## src/rtl/rp_frame_pkg.sv

```systemverilog
package rp_frame_pkg;
    localparam int WORD_W  = 32;
    localparam int HALF_W  = WORD_W / 2;
    localparam int KIND_W  = 4;
    localparam int LEN_W   = 8;
    localparam int MISC_W  = WORD_W - KIND_W - LEN_W;
    localparam int CNT_W   = LEN_W + 1;
    localparam logic [KIND_W-1:0] KIND_NOEXT = 4'hC;

    typedef logic [WORD_W-1:0] word_t;
    typedef logic [HALF_W-1:0] half_t;
    typedef logic [CNT_W-1:0]  wcnt_t;

    typedef struct packed {
        logic [KIND_W-1:0] kind;
        logic [MISC_W-1:0] misc;
        logic [LEN_W-1:0]  len;
    } base_hdr_t;

    typedef struct packed {
        logic  first;
        logic  last;
        word_t data;
    } tx_beat_t;

    function automatic logic carries_ext(word_t w);
        base_hdr_t h;
        h = base_hdr_t'(w);
        return h.kind != KIND_NOEXT;
    endfunction

    // total words: header + optional extension + padded payload + parity word
    function automatic wcnt_t span_words(word_t w);
        base_hdr_t h;
        wcnt_t     pay;
        h   = base_hdr_t'(w);
        pay = (wcnt_t'(h.len) + wcnt_t'(3)) >> 2;
        return pay + wcnt_t'(2) + (carries_ext(w) ? wcnt_t'(1) : wcnt_t'(0));
    endfunction

    function automatic half_t fold_halves(word_t w);
        return w[WORD_W-1:HALF_W] ^ w[HALF_W-1:0];
    endfunction
endpackage

```

## src/rtl/rp_word_store.sv

```systemverilog
module rp_word_store
    import rp_frame_pkg::*;
#(
    parameter int DEPTH = 64
) (
    input  logic  clk,
    input  logic  rst,
    input  logic  push,
    input  word_t wdata,
    input  logic  pop,
    output word_t head,
    output logic  empty,
    output logic  full
);
    localparam int AW = $clog2(DEPTH);

    word_t         mem [DEPTH];
    logic [AW-1:0] wptr_q, rptr_q;
    logic [AW:0]   fill_q;

    assign empty = (fill_q == '0);
    assign full  = (fill_q == (AW+1)'(DEPTH));
    assign head  = mem[rptr_q];

    always_ff @(posedge clk) begin
        if (push) mem[wptr_q] <= wdata;
    end

    always_ff @(posedge clk) begin
        if (rst) begin
            wptr_q <= '0;
            rptr_q <= '0;
            fill_q <= '0;
        end else begin
            if (push) wptr_q <= (wptr_q == AW'(DEPTH-1)) ? '0 : wptr_q + 1'b1;
            if (pop)  rptr_q <= (rptr_q == AW'(DEPTH-1)) ? '0 : rptr_q + 1'b1;
            case ({push, pop})
                2'b10:   fill_q <= fill_q + 1'b1;
                2'b01:   fill_q <= fill_q - 1'b1;
                default: fill_q <= fill_q;
            endcase
        end
    end
endmodule

```

## src/rtl/rp_write_tracker.sv

```systemverilog
module rp_write_tracker
    import rp_frame_pkg::*;
(
    input  logic  clk,
    input  logic  rst,
    input  logic  push,
    input  word_t wdata,
    output logic  frame_done
);
    logic  busy_q;
    wcnt_t left_q;
    wcnt_t span_new;

    assign span_new   = span_words(wdata);
    assign frame_done = push && busy_q && (left_q == wcnt_t'(1));

    always_ff @(posedge clk) begin
        if (rst) begin
            busy_q <= 1'b0;
            left_q <= '0;
        end else if (push) begin
            if (!busy_q) begin
                busy_q <= 1'b1;
                left_q <= span_new - wcnt_t'(1);
            end else if (left_q == wcnt_t'(1)) begin
                busy_q <= 1'b0;
                left_q <= '0;
            end else begin
                left_q <= left_q - wcnt_t'(1);
            end
        end
    end
endmodule

```

## src/rtl/rp_tx_engine.sv

```systemverilog
module rp_tx_engine
    import rp_frame_pkg::*;
#(
    parameter int DEPTH = 64
) (
    input  logic             clk,
    input  logic             rst,
    input  word_t            head,
    input  logic             empty,
    input  logic             full,
    input  logic             frame_done,
    input  logic             tx_ready,
    output logic             pop,
    output logic             tx_valid,
    output tx_beat_t         beat,
    output logic             tx_err,
    output logic [$clog2(DEPTH+1)-1:0] frames_ready
);
    localparam int FR_W = $clog2(DEPTH+1);

    logic            in_frame_q;
    wcnt_t           left_q;
    half_t           acc_q;
    logic            err_q;
    logic [FR_W-1:0] frames_q;
    logic            may_start, at_last;

    assign may_start    = (frames_q != '0) || full;
    assign tx_valid     = !empty && (in_frame_q || may_start);
    assign at_last      = in_frame_q && (left_q == wcnt_t'(1));
    assign pop          = tx_valid && tx_ready;
    assign tx_err       = err_q;
    assign frames_ready = frames_q;

    always_comb begin
        beat.first = !in_frame_q;
        beat.last  = at_last;
        beat.data  = head;
        if (at_last)
            beat.data = {head[WORD_W-1:HALF_W], acc_q ^ head[WORD_W-1:HALF_W]};
    end

    always_ff @(posedge clk) begin
        if (rst) begin
            in_frame_q <= 1'b0;
            left_q     <= '0;
            acc_q      <= '0;
        end else if (pop) begin
            if (!in_frame_q) begin
                in_frame_q <= 1'b1;
                left_q     <= span_words(head) - wcnt_t'(1);
                acc_q      <= fold_halves(head);
            end else if (at_last) begin
                in_frame_q <= 1'b0;
                left_q     <= '0;
                acc_q      <= '0;
            end else begin
                left_q     <= left_q - wcnt_t'(1);
                acc_q      <= acc_q ^ fold_halves(head);
            end
        end
    end

    always_ff @(posedge clk) begin
        if (rst) begin
            frames_q <= '0;
            err_q    <= 1'b0;
        end else begin
            case ({frame_done, pop && at_last})
                2'b10:   frames_q <= frames_q + 1'b1;
                2'b01:   frames_q <= frames_q - 1'b1;
                default: frames_q <= frames_q;
            endcase
            if (in_frame_q && empty && tx_ready) err_q <= 1'b1;
        end
    end
endmodule

```

## src/rtl/rp_frame_tx.sv

```systemverilog
module rp_frame_tx
    import rp_frame_pkg::*;
#(
    parameter int DEPTH = 64
) (
    input  logic        clk,
    input  logic        rst,
    input  logic        wr_valid,
    input  logic [31:0] wr_data,
    output logic        wr_full,
    input  logic        tx_ready,
    output logic        tx_valid,
    output logic [31:0] tx_data,
    output logic        tx_first,
    output logic        tx_last,
    output logic        tx_err
);
    localparam int FR_W = $clog2(DEPTH+1);

    logic            push, pop, empty, full, frame_done;
    word_t           head;
    tx_beat_t        beat;
    logic [FR_W-1:0] frames_ready;

    assign push    = wr_valid && !full;
    assign wr_full = full;

    rp_word_store #(.DEPTH(DEPTH)) store_i (
        .clk(clk), .rst(rst), .push(push), .wdata(wr_data), .pop(pop),
        .head(head), .empty(empty), .full(full)
    );

    rp_write_tracker track_i (
        .clk(clk), .rst(rst), .push(push), .wdata(wr_data), .frame_done(frame_done)
    );

    rp_tx_engine #(.DEPTH(DEPTH)) eng_i (
        .clk(clk), .rst(rst), .head(head), .empty(empty), .full(full),
        .frame_done(frame_done), .tx_ready(tx_ready), .pop(pop),
        .tx_valid(tx_valid), .beat(beat), .tx_err(tx_err),
        .frames_ready(frames_ready)
    );

    assign tx_data  = beat.data;
    assign tx_first = beat.first;
    assign tx_last  = beat.last;
endmodule

```

## config.mk

```make
export PLATFORM = sky130hd
export DESIGN_NAME = rp_frame_tx
export DESIGN_NICKNAME = d
export VERILOG_FILES = /design/src/rtl/rp_frame_pkg.sv /design/src/rtl/rp_word_store.sv /design/src/rtl/rp_write_tracker.sv /design/src/rtl/rp_tx_engine.sv /design/src/rtl/rp_frame_tx.sv
export SDC_FILE = /design/constraint.sdc
export NUM_CORES = 2
export LEC_CHECK = 0
export ABC_AREA = 1
export BUFFER_PORTS_ARGS = -buffer_cell sky130_fd_sc_hd__buf_2
export CAP_MARGIN = 10
export CORE_MARGIN = 4
export CORE_UTILIZATION = 51
export CTS_BUF_LIST = sky130_fd_sc_hd__clkbuf_4 sky130_fd_sc_hd__clkbuf_8 sky130_fd_sc_hd__clkbuf_16
export DETAILED_ROUTE_END_ITERATION = 8
export PLACE_DENSITY = 0.69
export RECOVER_POWER = 100
export SYNTH_ARGS = -nofsm -noshare
export SYNTH_HDL_FRONTEND = slang
export SYNTH_SLANG_ARGS = --single-unit
export TNS_END_PERCENT = 20
```

## constraint.sdc

```tcl
create_clock -name clk -period 3.2 [get_ports clk]
set_input_delay 0.64 -clock clk [delete_from_list [all_inputs] [get_ports clk]]
set_output_delay 0.64 -clock clk [all_outputs]
set_load 0.005 [all_outputs]
```

# Yosys cells after proc, flatten, opt, wreduce, memory -nomap -nowiden
# Memories as Yosys holds them, arrays and structs flattened. A register that Yosys moved wholly into a read port is not among the register bits.
# Index checks and enable logic that the tools add are counted.
totals:
  mem_bits_ro: 0
  latchBits: 0
  in_bits: 36
  out_inout_bits: 37
  n_memories: 1
  ram_bits: 2048
  wordCells: 80
  register_bits: 63
memory_table:
  columns: ["memory", "words", "word_bits", "read_ports", "rd_ports_with_merged_regs", "write_ports", "line_no", "rtl"]
  rows:
  - ["store_i.mem", 64, 32, 1, 1, 1, "rp_word_store.sv:17", "word_t mem [DEPTH];"]
op_classes:
  shifts: 0
  n_div: 0
  mux: 21
  bitwise_logic: 3
  multipliers: 0
  n_eq_ne: 11
  addsub: 16
  reduce_logical: 18
  n_lt_le_gt_ge: 0
ops:
  columns: ["operator", "n"]
  rows:
  - ["2-to-1 mux 16 bit", 3]
  - ["bitwise XOR 16 bit", 3]
  - ["2-to-1 mux 9 bit", 4]
  - ["subtractor 9 x 1 -> 9 bit (second input constant)", 4]
  - ["one-hot mux 7 bit (2 select lines)", 2]
  - ["2-to-1 mux 6 bit", 4]
  - ["adder 8 x 2 -> 9 bit (second input constant)", 2]
  - ["adder 9 bit", 2]
  - ["equality test 9 x 1 -> 1 bit (second input constant)", 2]
  - ["adder 7 x 2 -> 8 bit (second input constant)", 2]
  - ["adder 7 x 1 -> 7 bit (second input constant)", 2]
  - ["subtractor 7 x 1 -> 7 bit (second input constant)", 2]
  - ["adder 6 x 1 -> 6 bit (second input constant)", 2]
  - ["equality test 6 bit (second input constant)", 2]
  - ["logical AND 1 bit", 9]
  - ["2-to-1 mux 1 bit", 8]
  - ["!= test 4 bit (second input constant)", 2]
  - ["equality test 7 bit (second input constant)", 1]
  - ["logical NOT 7 bit", 1]
  - ["nonzero test 7 bit", 1]
  - ["equality test 2 x 1 -> 1 bit (second input constant)", 2]
  - ["equality test 2 bit (second input constant)", 2]
  - ["nonzero test 2 bit", 2]
  - ["logical NOT 1 bit", 3]
  - ["logical OR 1 bit", 2]

# Logic depth before layout (Yosys ltp)
depth:
  word_depth: 8
  mapped_depth: 28
  depth_no_buf: 26

# By module
# A second synthesis with hierarchy kept.
unflattened:
  cells_unflattened: 7514
  hier_area_um2: 87119.8
by_module_without_submodules:
  columns: ["module", "cells_each", "area_per_inst_um2", "n_inst", "seq_area_each_um2"]
  rows:
  - ["rp_word_store", 6922, 83378.7, 1, 61999.5]
  - ["rp_tx_engine", 435, 2849.0, 1, 680.7]
  - ["rp_write_tracker", 155, 882.1, 1, 200.2]
  - ["rp_frame_tx", 2, 10.0, 1, 0.0]

# Worst setup path after synthesis
# Ideal clock, no wire load.
synth_timing:
  path_kind: "input to register"
  from: "input wr_valid"
  to: "memory store_i.mem[0][0] (netlist bit) (enable)"
  t_required_ps: 2779
  n_path_buf: 1
  setup_slack_ps: -38
  path_stages: 5
  setup_ps: 421
  t_arrival_ps: 2817
  path_cell_list: "o21ai_1 -> inv_1 -> clkbuf_1 -> nand4_1 -> nor2_1"
synth_via:
  elab_chain_cells: 3
synth_rtl:
  columns: ["element", "line_no", "rtl"]
  rows:
  - ["start: declaration", "rp_frame_tx.sv:8", "input logic wr_valid,"]
  - ["logical AND 1 bit", "rp_frame_tx.sv:25", "assign push = wr_valid && !full;"]
  - ["2-to-1 mux 1 bit", "rp_word_store.sv:26", "if (push) mem[wptr_q] <= wdata;"]
  - ["2-to-1 mux 1 bit (not written as such)", "rp_word_store.sv:26", null]
  - ["end: declaration", "rp_word_store.sv:17", null]
# No other way between the ends.

==> impl_summary.log <==
INFO  metric status = finished with violations
INFO  metric violations = capacitance limit, slew limit, setup timing
INFO  metric arrival = between 3 and 4 ns
INFO  metric synthesis.yosys.warnings = 0
INFO  metric syn-cell-area = about 0.086 mm^2
INFO  metric crit_fanout = 7
INFO  metric globalRouteMet2Util = 0.445
INFO  metric synth_sequential_area_ratio = 0.735
INFO  metric cts_tree = done
INFO  metric global_route.peak_usage_layer = met2
INFO  metric wl_per_cell = 26.9 um
INFO  metric drt-initial-drc-count = a little over 9000
INFO  metric groute.layer.met3.usage = 0.0516
INFO  metric fp-row-count = 150
INFO  metric power.ir.vdd_worst = 497 uV
INFO  metric grt_use_total = 0.291
INFO  metric skew = approximately 0.041 ns
INFO  metric grt_setup_unrepaired = yes
INFO  metric clk_root_buffer_cell = clkbuf_16
INFO  metric synthToLayoutAreaGrowth = 21.3%
INFO  metric pre_cts_ws = -0.729 ns
INFO  metric detailedRoute.firstPassIterationCount = 6
INFO  metric grt_util_met1 = 0.406
INFO  metric place_area = 0.0932 mm^2
INFO  metric synth_flop_cell = edfxtp_1
INFO  metric worstRegToRegCells = 26
INFO  metric slew_headroom = -1.28
INFO  metric critical_r2r_capture = eng_i.left_q[6]
INFO  metric num_vias = 61550
INFO  metric clkSinkCount = roughly 2100
INFO  metric overflow = 0
INFO  metric post-route-cell-area = approximately 0.10 mm^2
INFO  metric cts-root-to-sink-buffers = 3
INFO  metric leakage = ~36 nW
INFO  metric grt_max_degree = 65
INFO  metric fin_nets = roughly 7500
INFO  metric initial_antenna_violation_count = 15
INFO  metric skew_pair_late_insertion_delay = around 0.85 ns
INFO  metric total_of_buffers_placed_on_input_and_output_ports = between 70 and 80
INFO  metric flops_latches_synth = around 2100
INFO  metric die_height = around 420 um
INFO  metric ctsHoldBuffers = 0
INFO  metric drtAntennaViolNets = 0
INFO  metric whs_endpoint = eng_i.tx_err
INFO  metric hold_viol_final = 0
INFO  metric timing_max_transition_violations_final = 1638
INFO  metric die_x = about 420 um
INFO  metric pwr_density = approximately 570 mW/mm^2
INFO  metric ys_async_sr_fraction = 0
INFO  metric fin_crit = approximately 4.1 ns
INFO  metric ctsHtreeMaxLevel = 4
INFO  metric cap_violations = 34
INFO  metric core_area = approximately 0.17 mm^2
INFO  metric postRouteWirelength = between 200000 and 300000 um
INFO  metric avgViaCountPerCell = 6.26
INFO  metric whs_path_depth = 3
INFO  metric cts.clk_slew.worst_paths = 0.06 ns
INFO  metric ys_types = 45
INFO  metric floorplan_die_area = approximately 0.17 mm^2
INFO  metric fin_total_pwr = just under 60 mW
INFO  metric grt_first_pass_wirelength = approximately 380000 um
INFO  metric achievable-frequency = 243 MHz
INFO  metric synth_edf_count = 2048
INFO  metric holdCritPathClass = primary input to register
INFO  metric final.setup.worst_slack = -0.911 ns
INFO  metric vias_in_the_first_global_route = 57894
INFO  metric cts_buffers = between 200 and 250
INFO  metric post_route_cells_drive_above_1_share = 0.188
INFO  metric synth_fp_nets = roughly 7000
INFO  metric num_io_pins = 73
INFO  metric drc_errors = 0
INFO  metric hold_path.startpoint = tx_ready
INFO  metric timing.critical_path.from_type = register
INFO  metric routabilityCongestion = 0.921
INFO  metric timing.final.setup_violations = just over 2000
INFO  metric hpwl = approximately 150000 um
INFO  metric post_synth_inst_count = 6904
INFO  metric fill_cells = roughly 12000
INFO  metric fin_crit_sh = 1.28
INFO  metric ff2ff_setup_slack = -0.49 ns
INFO  metric crit_required = between 2 and 3 ns
INFO  metric synthesis.area_per_instance = between 10 and 15 um^2
INFO  metric critical_path_class = register to output port
INFO  metric worstSetupEndpointType = output port
INFO  metric worst_pin_slew = 3.42 ns
INFO  metric timing.setup.tns = -490.44 ns
INFO  metric start_util = 0.512
## per-stage QoR
step                hold WS, ns  instances  utilization
floorplan                 0.439       6904            -
global placement          0.445       9318        0.558
detailed placement        0.451       9318        0.558
CTS                     0.00998       9759        0.611
global route             0.0578       9836        0.621
finish                   0.0522       9837        0.621
## logic make-up (layout without fill, tap and decap cells)
logic type | Yosys count | after routing | share of synthesized area
AO/OA/AOI/OAI | 1583 | 1583 | 0.100
AND/OR/NAND/NOR | 2550 | 2550 | 0.123
other | 0 | 2 | 0
flip-flops | 2117 | 2117 | 0.735
buffers and inverters | 589 | 1316 | 0.0343
adder cells (fa/ha/maj) | 26 | 26 | 0.00398
XOR/XNOR | 39 | 39 | 0.00399
## state kept, by name, summed over array words and instances, names as in the netlist, named ones only
name	flops
eng_i.frames_ready	7
track_i.left_q	9
store_i.fill_q	7
eng_i.acc_q	16
eng_i.left_q	9
eng_i.tx_err	1
store_i.rptr_q	6
eng_i.in_frame_q	1
store_i.mem	2048
store_i.wptr_q	6
track_i.busy_q	1
## cell type report
type	count	area (um^2)	area share
Clock buffer	252	5500	0.0530
Tap cell	2204	2760	0.0266
Multi-Input combinational cell	4198	21500	0.208
Clock inverter	127	1390	0.0134
Timing Repair inverter	7	100	0.000964
Inverter	124	538	0.00518
Sequential cell	2117	62900	0.606
Antenna cell	2	5.00	0.0000482
Timing Repair Buffer	806	9060	0.0873
## synthesized netlist by cell type (15+ instances only)
master,n,area (um^2)
a21oi_1,59,295
buf_1,19,71.3
buf_2,172,861
buf_4,33,248
buf_6,47,529
clkbuf_1,191,717
dfxtp_1,69,1380
edfxtp_1,2048,61500
ha_1,24,300
inv_1,120,450
nand2_1,791,2970
nand3_1,628,3140
nor2_1,1081,4060
o21ai_0,912,4560
o21ai_1,104,521
o22ai_1,478,2990
xnor2_1,15,131
xor2_1,24,210
## worst max-delay path, cell delays in order (launching register included)
cell and delay, ns:
dfxtp_4 0.37, buf_12 0.21, buf_16 0.21, buf_16 0.17, buf_8 0.13, buf_16 0.11, buf_4 0.12, o21ai_0 0.10
o22ai_1 0.18, nor2_1 0.09, o22ai_2 0.18, nand2_2 0.13, nand3_1 0.14, nand2_2 0.13, o21ai_1 0.16, buf_2 0.13
## where the power goes
group          internal, mW  leakage, nW  switching (mW)  total, mW
registers              30.5         19.0          0.0597       30.6
clock network          14.1         3.42            10.5       24.6
logic                  1.62         13.3            2.80       4.42
total                  46.3         35.7            13.4       59.6
## repair_timing
item | CTS | global route
buffers inserted | 32 | 53
pin swaps | 32 | 170
gates resized for setup | 237 | 412
endpoints found under the setup margin | 47 | 53
gates cloned | 30 | 26
## worst max-delay path by stage
stage          cells past startpoint  startpoint  slack [ns]           endpoint
2_1_floorplan                      5    wr_valid       -0.04  store_i.mem[0][0]
5_1_grt                           17    register       -1.02         tx_data[1]
6_report                          15    register       -0.91        tx_data[15]
3_5_place_dp                      20    register       -0.73    eng_i.left_q[4]
4_1_cts                           18    register       -0.96         tx_data[9]
3_3_place_gp                      20    register       -0.75    eng_i.left_q[4]
## per-layer routing
layer / part of all wire / up-vias
met5: 0.000049 / -
met4: 0.055 / 2
met3: 0.12 / 669
met2: 0.45 / 4160
met1: 0.38 / 30238
li1: - / 26481
## cell usage in the layout (no fill, tap or decap), drive strengths merged
cell type	n
and2	2
edfxtp	2048
clkbuf	351
xor2	24
bufbuf	11
dfxtp	69
o211ai	2
fa	2
nor4	5
nor3b	3
o22ai	478
inv	135
o221ai	2
o21bai	12
a21oi	59
nand3	630
o21ai	1016
nor2	1084
a211oi	7
a221oi	1
diode	2
clkinv	94
a31oi	5
nand3b	6
xnor2	15
or2	3
o21a	1
ha	24
nand4	12
bufinv	23
nand2	796
nor3	8
clkinvlp	6
buf	696
or3	1
(Power assumes the default switching activity.)
